$ cat config.mk
export PLATFORM = sky130hd
export DESIGN_NAME = hoff_req_mux
export DESIGN_NICKNAME = d
export VERILOG_FILES = /design/src/rtl/hoff_pkg.sv /design/src/rtl/hoff_ctrl.sv /design/src/rtl/hoff_mux_stage.sv /design/src/rtl/hoff_req_mux.sv
export SDC_FILE = /design/constraint.sdc
export NUM_CORES = 1
export LEC_CHECK = 0
export BUFFER_PORTS_ARGS = -buffer_cell sky130_fd_sc_hd__buf_2
export CAP_MARGIN = 5
export CORE_MARGIN = 1.5
export CORE_UTILIZATION = 40
export DETAILED_ROUTE_END_ITERATION = 16
export PLACE_DENSITY = 0.77
export SYNTH_ARGS = -nofsm -noshare
export SYNTH_HDL_FRONTEND = slang
export SYNTH_SLANG_ARGS = --single-unit
$ cat constraint.sdc
create_clock -name clk -period 1.8 [get_ports clk]
set_clock_uncertainty 0.05 [all_clocks]
set_input_delay 0.36 -clock clk [delete_from_list [all_inputs] [get_ports clk]]
set_output_delay 0.36 -clock clk [all_outputs]
set_load 0.1 [all_outputs]
$ cat src/rtl/hoff_pkg.sv
package hoff_pkg;
  localparam int unsigned NUM_CHOICE = 4;
  localparam int unsigned NUM_EXIT   = 3;
  localparam int unsigned EVT_W      = 4;

  // Event request pattern a choice state presents upward (low bits used).
  function automatic logic [31:0] choice_evt_pattern(input int unsigned idx);
    return 32'(idx * 3 + 5);
  endfunction
endpackage

$ cat src/rtl/hoff_ctrl.sv
module hoff_ctrl #(
  parameter int unsigned NUM_CHOICE = hoff_pkg::NUM_CHOICE,
  parameter int unsigned NUM_EXIT   = hoff_pkg::NUM_EXIT,
  parameter int unsigned EVT_W      = hoff_pkg::EVT_W,
  localparam int unsigned NS        = NUM_CHOICE + NUM_EXIT,
  localparam int unsigned SW        = $clog2(NS + 1)
) (
  input  logic                clk,
  input  logic                rst_n,
  input  logic                go_valid,
  input  logic [SW-1:0]       go_state,
  output logic [NUM_EXIT-1:0] wake,
  output logic                ctl_sync_req,
  output logic [EVT_W-1:0]    ctl_evt_req
);
  logic [NS-1:0] state_q, state_d;
  logic          in_choice, in_exit, dormant, go_legal;
  logic [31:0]   cur_idx;
  logic [31:0]   pat;

  assign in_choice = |state_q[NUM_CHOICE-1:0];
  assign in_exit   = |state_q[NS-1:NUM_CHOICE];
  assign dormant   = (state_q == '0);
  assign go_legal  = 32'(go_state) < NS;

  always_comb begin
    cur_idx = '0;
    for (int i = 0; i < int'(NUM_CHOICE); i++)
      if (state_q[i]) cur_idx = 32'(i);
  end

  always_comb begin
    state_d = state_q;
    if (in_exit)
      state_d = '0;
    else if (in_choice && go_valid && go_legal) begin
      state_d = '0;
      for (int i = 0; i < int'(NS); i++)
        if (32'(go_state) == 32'(i)) state_d[i] = 1'b1;
    end
  end

  always_ff @(posedge clk or negedge rst_n)
    if (!rst_n) state_q <= NS'(1);
    else        state_q <= state_d;

  // Control lines are the exit-state registers themselves.
  assign wake         = state_q[NS-1:NUM_CHOICE];
  assign pat          = hoff_pkg::choice_evt_pattern(cur_idx);
  assign ctl_sync_req = in_choice & go_valid;
  assign ctl_evt_req  = in_choice ? pat[EVT_W-1:0] : '0;

  // at most one wake line at a time, and each pulse lasts one cycle
  a_r3_wake_onehot: assert property (@(posedge clk) disable iff (!rst_n)
    $onehot0(wake));
  a_r3_wake_single: assert property (@(posedge clk) disable iff (!rst_n)
    (wake != '0) |=> (wake == '0));
  // once dormant, no state ever comes back before reset
  a_r4_dormant_holds: assert property (@(posedge clk) disable iff (!rst_n)
    (state_q == '0) |=> (state_q == '0) && (wake == '0));
  // no requests from the controller outside choice states
  a_r9_quiet_when_idle: assert property (@(posedge clk) disable iff (!rst_n)
    (wake != '0 || dormant) |-> (!ctl_sync_req && ctl_evt_req == '0));
  // an illegal target leaves the state untouched
  a_r7_bad_target: assert property (@(posedge clk) disable iff (!rst_n)
    (in_choice && go_valid && !go_legal) |=> $stable(state_q));
endmodule

$ cat src/rtl/hoff_mux_stage.sv
module hoff_mux_stage #(
  parameter int unsigned EVT_W = hoff_pkg::EVT_W
) (
  input  logic             clk,
  input  logic             rst_n,
  input  logic             trig,
  input  logic             north_sync,
  input  logic [EVT_W-1:0] north_evt,
  input  logic             west_sync,
  input  logic [EVT_W-1:0] west_evt,
  output logic             out_sync,
  output logic [EVT_W-1:0] out_evt,
  output logic             taken
);
  logic taken_q;

  always_ff @(posedge clk or negedge rst_n)
    if (!rst_n)    taken_q <= 1'b0;
    else if (trig) taken_q <= 1'b1;

  assign taken    = taken_q;
  assign out_sync = taken_q ? west_sync : north_sync;
  assign out_evt  = taken_q ? west_evt  : north_evt;

  // selection is one-way until reset
  a_r8_sticky: assert property (@(posedge clk) disable iff (!rst_n)
    taken_q |=> taken_q);
  // a trigger pulse switches the stage on the next cycle
  a_r6_latch: assert property (@(posedge clk) disable iff (!rst_n)
    trig |=> taken_q);
endmodule

$ cat src/rtl/hoff_req_mux.sv
module hoff_req_mux #(
  parameter int unsigned NUM_CHOICE = hoff_pkg::NUM_CHOICE,
  parameter int unsigned NUM_EXIT   = hoff_pkg::NUM_EXIT,
  parameter int unsigned EVT_W      = hoff_pkg::EVT_W,
  localparam int unsigned NS        = NUM_CHOICE + NUM_EXIT,
  localparam int unsigned SW        = $clog2(NS + 1)
) (
  input  logic                      clk,
  input  logic                      rst_n,
  input  logic                      go_valid,
  input  logic [SW-1:0]             go_state,
  input  logic [NUM_EXIT-1:0]       child_sync_req,
  input  logic [NUM_EXIT*EVT_W-1:0] child_evt_req,
  output logic [NUM_EXIT-1:0]       wake,
  output logic                      up_sync_req,
  output logic [EVT_W-1:0]          up_evt_req
);
  logic                ctl_sync_req;
  logic [EVT_W-1:0]    ctl_evt_req;
  logic                sync_chain [NUM_EXIT+1];
  logic [EVT_W-1:0]    evt_chain  [NUM_EXIT+1];
  logic [NUM_EXIT-1:0] stage_taken;

  hoff_ctrl #(.NUM_CHOICE(NUM_CHOICE), .NUM_EXIT(NUM_EXIT), .EVT_W(EVT_W)) u_ctrl (
    .clk(clk), .rst_n(rst_n), .go_valid(go_valid), .go_state(go_state),
    .wake(wake), .ctl_sync_req(ctl_sync_req), .ctl_evt_req(ctl_evt_req));

  assign sync_chain[0] = ctl_sync_req;
  assign evt_chain[0]  = ctl_evt_req;

  for (genvar k = 0; k < int'(NUM_EXIT); k++) begin : g_stage
    hoff_mux_stage #(.EVT_W(EVT_W)) u_stage (
      .clk(clk), .rst_n(rst_n), .trig(wake[k]),
      .north_sync(sync_chain[k]), .north_evt(evt_chain[k]),
      .west_sync(child_sync_req[k]),
      .west_evt(child_evt_req[k*EVT_W +: EVT_W]),
      .out_sync(sync_chain[k+1]), .out_evt(evt_chain[k+1]),
      .taken(stage_taken[k]));

    // the child woken by wake[k] owns the outputs from the next cycle
    a_r6_handoff: assert property (@(posedge clk) disable iff (!rst_n)
      wake[k] |=> (up_sync_req == child_sync_req[k]) &&
                  (up_evt_req == child_evt_req[k*EVT_W +: EVT_W]));
  end

  assign up_sync_req = sync_chain[NUM_EXIT];
  assign up_evt_req  = evt_chain[NUM_EXIT];

  // pass-through of the controller while no stage has switched
  a_r5_forward: assert property (@(posedge clk) disable iff (!rst_n)
    (stage_taken == '0) |-> (up_sync_req == ctl_sync_req) &&
                            (up_evt_req == ctl_evt_req));
  // at most one child ever takes over
  a_r4_single_owner: assert property (@(posedge clk) disable iff (!rst_n)
    $onehot0(stage_taken));
endmodule

### After elaboration in Yosys (flattened, before gate mapping)

Cells that the tools add are included.

* flip-flop bits (word level): 10
* output and inout bits: 8

* $add $sub $neg: 1
* $mul: 1
* order comparisons: 1
* eq/ne operators: 6
* multiplexer cells: 19
* bitwise operators: 1
* reductions and logical operators: 6

Operator list (number)
* $mux 32: 2
* $mul 32x2->4 const B: 1
* $mux 4: 4
* $mux 7: 2
* $mux 1: 11
* $eq 3x3->1 const B: 3
* $eq 3x2->1 const B: 2
* $add 4x3->4 const B: 1
* $reduce_or 4->1: 1
* $eq 3x1->1 const B: 1
* $logic_not 3->1: 1
* $lt 3x3->1 const B: 1
* $reduce_or 3->1: 1
* $logic_and 1x1->1: 2
* $reduce_bool 2->1: 1
* $and 1x1->1: 1

### Longest topological paths before layout

Gate-level depths: netlist (run 1).

* depth after elaboration: 9
* mapped depth: 5

### Modules after synthesis

A second synthesis (run 1) with hierarchy kept.

* cells, all modules: 58
* area total of the unflattened synthesis: 666.9 um2

By module, submodules not included
* hoff_ctrl: instances 1, cells an instance 37, area an instance 404.1 um2, seq. area each 176.4 um2
* hoff_mux_stage: instances 3, cells an instance 7, area an instance 87.6 um2, seq. area each 25.0 um2

### Worst setup path after synthesis (run 1)

OpenSTA, ideal clock, no wires.

* kind: register to output
* from: reg u_ctrl.state_q[2]
* to: out up_evt_req[3]
* arrival: 2.720 ns
* data required time: 1.390 ns
* path slack: -1.330 ns
* cell stages (with the launch flop): 6
* path buffers: 0
* cell sequence: dfrtp_1 > inv_1 > a21oi_1 > ha_1 > or3_1 > a31oi_1

* cells in the longest elaborated chain, start to end: 8
* elaborated cells on any way between the ends: 9
* those cells by class: add/sub: 1; mul: 1; mux: 6; reduce/logical: 1

Ends and longest elaborated chain
* from (decl): line hoff_ctrl.sv:16 `logic [NS-1:0] state_q, state_d;`
* from (signal assigned): line hoff_ctrl.sv:45 `else state_q <= state_d;`
* $mux 32 (2 in a row): line hoff_ctrl.sv:29 `if (state_q[i]) cur_idx = 32'(i);`
* $mul 32x2->4: line hoff_pkg.sv:8 `return 32'(idx * 3 + 5);`
* $add 4x3->4: line hoff_pkg.sv:8
* $mux 4 (*): line hoff_ctrl.sv:51 `assign ctl_evt_req = in_choice ? pat[EVT_W-1:0] : '0;`
* $mux 4 (*) (3 in a row): line hoff_mux_stage.sv:23 `assign out_evt = taken_q ? west_evt : north_evt;`
* to (decl): line hoff_req_mux.sv:16 `output logic [EVT_W-1:0] up_evt_req`

Mark *: on every way between the ends. The rest lies on a longest branch, timed or not.

### Final worst setup path (run 1)

* from: reg u_ctrl.state_q[2]
* to: out up_evt_req[2]

The elaborated chain is that of the path after synthesis.

==> out/metrics.cfg, run 1 <==
[worst_setup_path]
cp_slowest_stage_delay_ns = 0.40
cp.depth = 6
worstPathMaxFanout = 3
slowest_stage = dfrtp_1
crit_type = reg -> out
crit_family = flip-flops
cp.required_ns = 1.39
critical_path.startpoint_type = flop
cp.arrival_ns = 1.78
crit_buf_inv = 2
end_kind = output port
ff2ff_path_depth = 6
cp_cell_sequence = inv_1 > a21oi_2 > ha_1 > or3_4 > a31oi_4 > buf_12

[cells_and_area]
final_cell_mix = buf_2, dfrtp_1, nand2_1, buf_4, buf_12
antenna_cells = 0
nets = 127
final_common_cell = buf_2
drive_gt1_share_pct = 59.6
area_delta_synth_final_pct = 66.9
fillers = 122

[drt]
ant_nets = 0
drt_iter0_markers = 6
met2WireLength_um = 787
wire_per_inst_um = 13.1
wirelength_um = 1570
met3_length_um = 96
vias = 654
drt_pass1_iterations = 4
wl_met1_um = 658
drc = 0
via_per_inst = 5.45
highest_layer = met4

[place]
place_congestion = 0.784
hpwl_um = 1250
preCtsSetupSlack_ns = -0.127
portBuffers = 28

[floorplanning]
die_height_um = 42.6
boundaryPins = 29
die_x_um = 42.6
fp.dieArea_um2 = 1820
row_count = 14
initial_core_util_pct = 42.2
design.core.area_um2 = 1490

[synthesis]
syn_inst = 67
yosysSeqAreaShare_pct = 40.0
yosysWarningCount = 0
ys_ff_latch = 10
syn_area_per_cell_um2 = 9.37
synth.net_count = 89
syn_area_um2 = 628
synth_cell_types = 31

[clocking]
cts_buffer_depth = 2
cts_root_buf = clkbuf_4
cts.sinks = 10
cts_inserted_buffers = 3
clk_pin_slew_ns = 0.06
htree_levels = 1
clk_latency_ns = 0.27
cts_tree = done

[run_status]
violations = negative setup slack
status = finished, violations left

[timing]
slew_headroom_pct = 67.8
finalCritPeriodShare_pct = 122
tightest_slew_ns = 0.486
setup_tns_ns = -1.31
finalMaxSlewViolations = 0
finalSetupViolCount = 5
finalHoldViolations = 0
rsz0062_at_grt = yes
fmax_mhz = 456
fin_crit_ns = 2.19
setup_ws_ns = -0.393

[pwr]
switchingPower_uw = 98.0
irDropWorstVdd_uv = 468
seqPwrFrac_pct = 48.2
internal_power_uw = 368
pwr-share-comb_pct = 8.3
swShare_pct = 21.0
leakagePower_uw = 0.000486
power_density_nw_per_um2 = 445
power_frac_clock_pct = 43.5

[min_path]
hold_depth = 2
hold_path.class = in -> reg

[global_routing]
grt_pass1_wl_um = 2490
grt.overflow.total = 0
grt_pass1_vias = 604
antenna_found_initial = 0
grt_max_degree = 12
grtUsageTotal_pct = 18.6

[job]
drv_cap = 0

-- flip-flops by register name, summed over array words and instances, names as in the netlist --
| name | flops |
|---|---|
| g_stage.u_stage.taken | 3 |
| u_ctrl.state_q | 7 |
-- synthesized netlist by cell type --
library cell  count  area (µm²)
nor3_2            1        10.0
nor2_2            1        6.26
a21oi_1           2        10.0
nand4b_1          1        8.76
or3_1             3        18.8
buf_4             3        22.5
nand2_1           6        22.5
a32o_1            3        30.0
a21o_2            1        8.76
o211a_1           1        10.0
dfstp_2           1        26.3
nor2_1            5        18.8
o21a_1            1        7.51
o21ai_0           3        15.0
a31oi_1           3        18.8
nor3_1            2        10.0
dfrtp_1           9         225
o22ai_1           3        18.8
nor2b_1           1        6.26
or2_2             3        18.8
nor4_1            1        6.26
a221o_1           1        10.0
clkbuf_1          1        3.75
nand3_1           1        5.00
and3_1            1        6.26
nand2b_1          2        12.5
o41ai_4           1        27.5
inv_1             2        7.51
nor3b_1           2        15.0
or3b_2            1        8.76
ha_1              1        12.5
-- worst paths after layout --
path | from | endpoint | slack (ns)
min in group asynchronous | rst_n | u_ctrl.state_q[2] | 0.42
worst min-delay path | go_state[1] | u_ctrl.state_q[4] | 0.27
max in group asynchronous | rst_n | u_ctrl.state_q[0] | 1.02
worst min register to register | u_ctrl.state_q[6] | g_stage[2].u_stage.taken | 0.48
worst max register to register | u_ctrl.state_q[2] | u_ctrl.state_q[1] | 0.20
worst max-delay path | u_ctrl.state_q[2] | up_evt_req[2] | -0.39
-- kinds of logic after synthesis --
group / synth area share [%]
buffers and inverters: 5.38
adders and majority gates: 1.99
and+or+nand+nor: 27.7
DFF: 40.0
AOI/OAI and AO/OA: 24.9
-- per-stage QoR --
stage | util, % | cell area [µm²] | total power [µW] | hold slack [ns] | instances
final | 70.4 | 1050 | 466 | 0.271 | 120
after global routing | 70.4 | 1050 | 481 | 0.283 | 120
after CTS | 70.1 | 1040 | 471 | 0.264 | 120
after detailed placement | 63.9 | 952 | 266 | 0.172 | 114
after global placement | 63.9 | 952 | 265 | 0.174 | 114
after floorplan | - | 693 | 235 | 0.0144 | 67
-- routing by layer --
layer	track usage, %	vias up
met5	0	-
met4	7.50	0
met3	4.74	2
met2	32.7	29
met1	21.1	294
li1	-	329
-- timing repair --
item / 4_1_cts / 5_1_grt
setup buffers: 4 / 1
endpoints found under the hold margin: 9 / 0
pin swaps: 4 / 6
setup endpoints to repair: 5 / 5
resized for setup: 13 / 2
hold buffers: 1 / 0
-- power by group through the flow --
stage | clock (µW) | sequential [µW] | combinational (µW)
floorplan | 0 | 229 | 5.94
global placement | 0 | 229 | 36.0
detailed placement | 0 | 229 | 36.8
CTS | 207 | 225 | 38.7
global route | 214 | 225 | 42.4
finish | 203 | 225 | 38.7
-- final cells by class --
cell class                 instances  area [µm²]  area share [%]
inverter                           2        7.51           0.716
tap                               16        20.0            1.91
sequential                        10         251            24.0
clock buffer                       4        36.3            3.46
multi-input combinational         51         437            41.6
timing repair buffer              37         297            28.3
Note: power is estimated with default switching activity, not from simulation.
==> run 2, diff against run 1 <==
--- a/config.mk
+++ b/config.mk
@@ -9,7 +9,9 @@
 export CAP_MARGIN = 5
 export CORE_MARGIN = 1.5
 export CORE_UTILIZATION = 40
+export CTS_CLUSTER_DIAMETER = 30
 export DETAILED_ROUTE_END_ITERATION = 16
+export MAX_ROUTING_LAYER = met4
 export PLACE_DENSITY = 0.77
 export SYNTH_ARGS = -nofsm -noshare
 export SYNTH_HDL_FRONTEND = slang
==> out/metrics.cfg, run 2 (same netlist as run 1, synthesis figures left out) <==
[cells_and_area]
final_common_cell = buf_2
fillers = 122
antenna_cells = 0
drive_gt1_share_pct = 59.6
nets = 127
largest_reg_flops = 7
register_area_um2 = 251
area_delta_synth_final_pct = 66.9
final_cell_mix = buf_2, dfrtp_1, nand2_1, buf_4, buf_12
regMostFlops = u_ctrl.state_q
multi_input_area_um2 = 437
fin_util_pct = 70.4

[floorplanning]
die_height_um = 42.6
row_count = 14
die_x_um = 42.6
initial_core_util_pct = 42.2
design.core.area_um2 = 1490
fp.dieArea_um2 = 1820
boundaryPins = 29

[drt]
drt_iter0_markers = 6
via_per_inst = 5.46
drc = 0
wirelength_um = 1570
ant_nets = 0
drt_pass1_iterations = 4
wire_per_inst_um = 13.0
vias = 655

[worst_setup_path]
worstPathMaxFanout = 3
crit_path_end = up_evt_req[2]
crit_family = flip-flops
crit_buf_inv = 2
critical_path.startpoint_type = flop
cp_cell_sequence = inv_1 > a21oi_2 > ha_1 > or3_4 > a31oi_4 > buf_12
r2r_slack_ns = 0.20
startpoint = u_ctrl.state_q[2]
regToRegStartpoint = u_ctrl.state_q[2]
end_kind = output port
cp_slowest_stage_delay_ns = 0.40
slowest_stage = dfrtp_1
cp.depth = 6
ff2ff_path_depth = 6
cp.required_ns = 1.39
reg2reg_to = u_ctrl.state_q[1]
cp.arrival_ns = 1.78
crit_type = reg -> out

[clocking]
htree_levels = 1
cts_inserted_buffers = 3
cts_root_buf = clkbuf_4
cts_buffer_depth = 2
clk_latency_ns = 0.27
cts.sinks = 10
cts_tree = done
clk_pin_slew_ns = 0.06

[timing]
finalSetupViolCount = 5
tightest_slew_ns = 0.486
setup_ws_ns = -0.393
whs_ns = 0.269
setup_tns_ns = -1.31
finalMaxSlewViolations = 0
fmax_mhz = 456
finalHoldViolations = 0
rsz0062_at_grt = yes
fin_crit_ns = 2.19
slew_headroom_pct = 67.8
finalCritPeriodShare_pct = 122

[pwr]
total_power_uw = 466
power_density_nw_per_um2 = 444
leakagePower_uw = 0.000486
irDropWorstVdd_uv = 468

[global_routing]
grt_pass1_wl_um = 2490
grt_max_degree = 12
grtUsageTotal_pct = 19.1
grt.overflow.total = 0
antenna_found_initial = 0
grt_pass1_vias = 602

[place]
portBuffers = 28
preCtsSetupSlack_ns = -0.127
place_congestion = 0.795
hpwl_um = 1250

[run_status]
status = finished, violations left
violations = negative setup slack

[job]
drv_cap = 0

[min_path]
hold_path.class = in -> reg

run 2: power by group:
| part | switching [µW] | total, µW | internal, µW |
|---|---|---|---|
| registers | 0 | 225 | 225 |
| clock network | 79.5 | 203 | 123 |
| logic | 18.5 | 38.7 | 20.2 |
| total | 98.0 | 466 | 368 |
run 2: what timing repair did:
item | CTS | global route
pin swaps | 4 | 6
setup endpoints to repair | 5 | 5
gates resized for setup | 13 | 2
hold buffers | 1 | 0
hold endpoints to repair | 9 | 0
buffers inserted | 4 | 1
run 2: per-stage QoR:
| step | cells | cell area, µm² |
|---|---|---|
| 4_1_cts | 120 | 1040 |
| 6_report | 120 | 1050 |
| 2_1_floorplan | 67 | 693 |
| 5_1_grt | 120 | 1050 |
| 3_3_place_gp | 114 | 952 |
| 3_5_place_dp | 114 | 952 |
run 2: final cells by class:
type                       count  share of cell area (%)
multi-input combinational     51                    41.6
timing repair buffer          37                    28.3
sequential                    10                    24.0
clock buffer                   4                    3.46
tap                           16                    1.91
inverter                       2                   0.716
run 2: layer usage:
metal  wire, µm  up-vias  part of all wire, %  GRT usage, %
li1           -      329                    -             -
met2        788       29                   50          32.7
met5          0        -                    0             -
met4         25        0                  1.6          7.50
met3         96        2                  6.1          4.74
met1        655      295                   42          21.1
run 2: how the worst min path moves through the flow:
stage | from | endpoint | slack (ns) | depth (start not counted)
final | go_state[1] | u_ctrl.state_q[4] | 0.27 | 2
after global routing | go_state[1] | u_ctrl.state_q[4] | 0.28 | 2
after CTS | go_state[1] | u_ctrl.state_q[4] | 0.26 | 2
after detailed placement | rst_n | u_ctrl.state_q[1] | 0.17 | 1
after global placement | rst_n | u_ctrl.state_q[4] | 0.17 | 1
after floorplan | rst_n | g_stage[0].u_stage.taken | 0.01 | 0
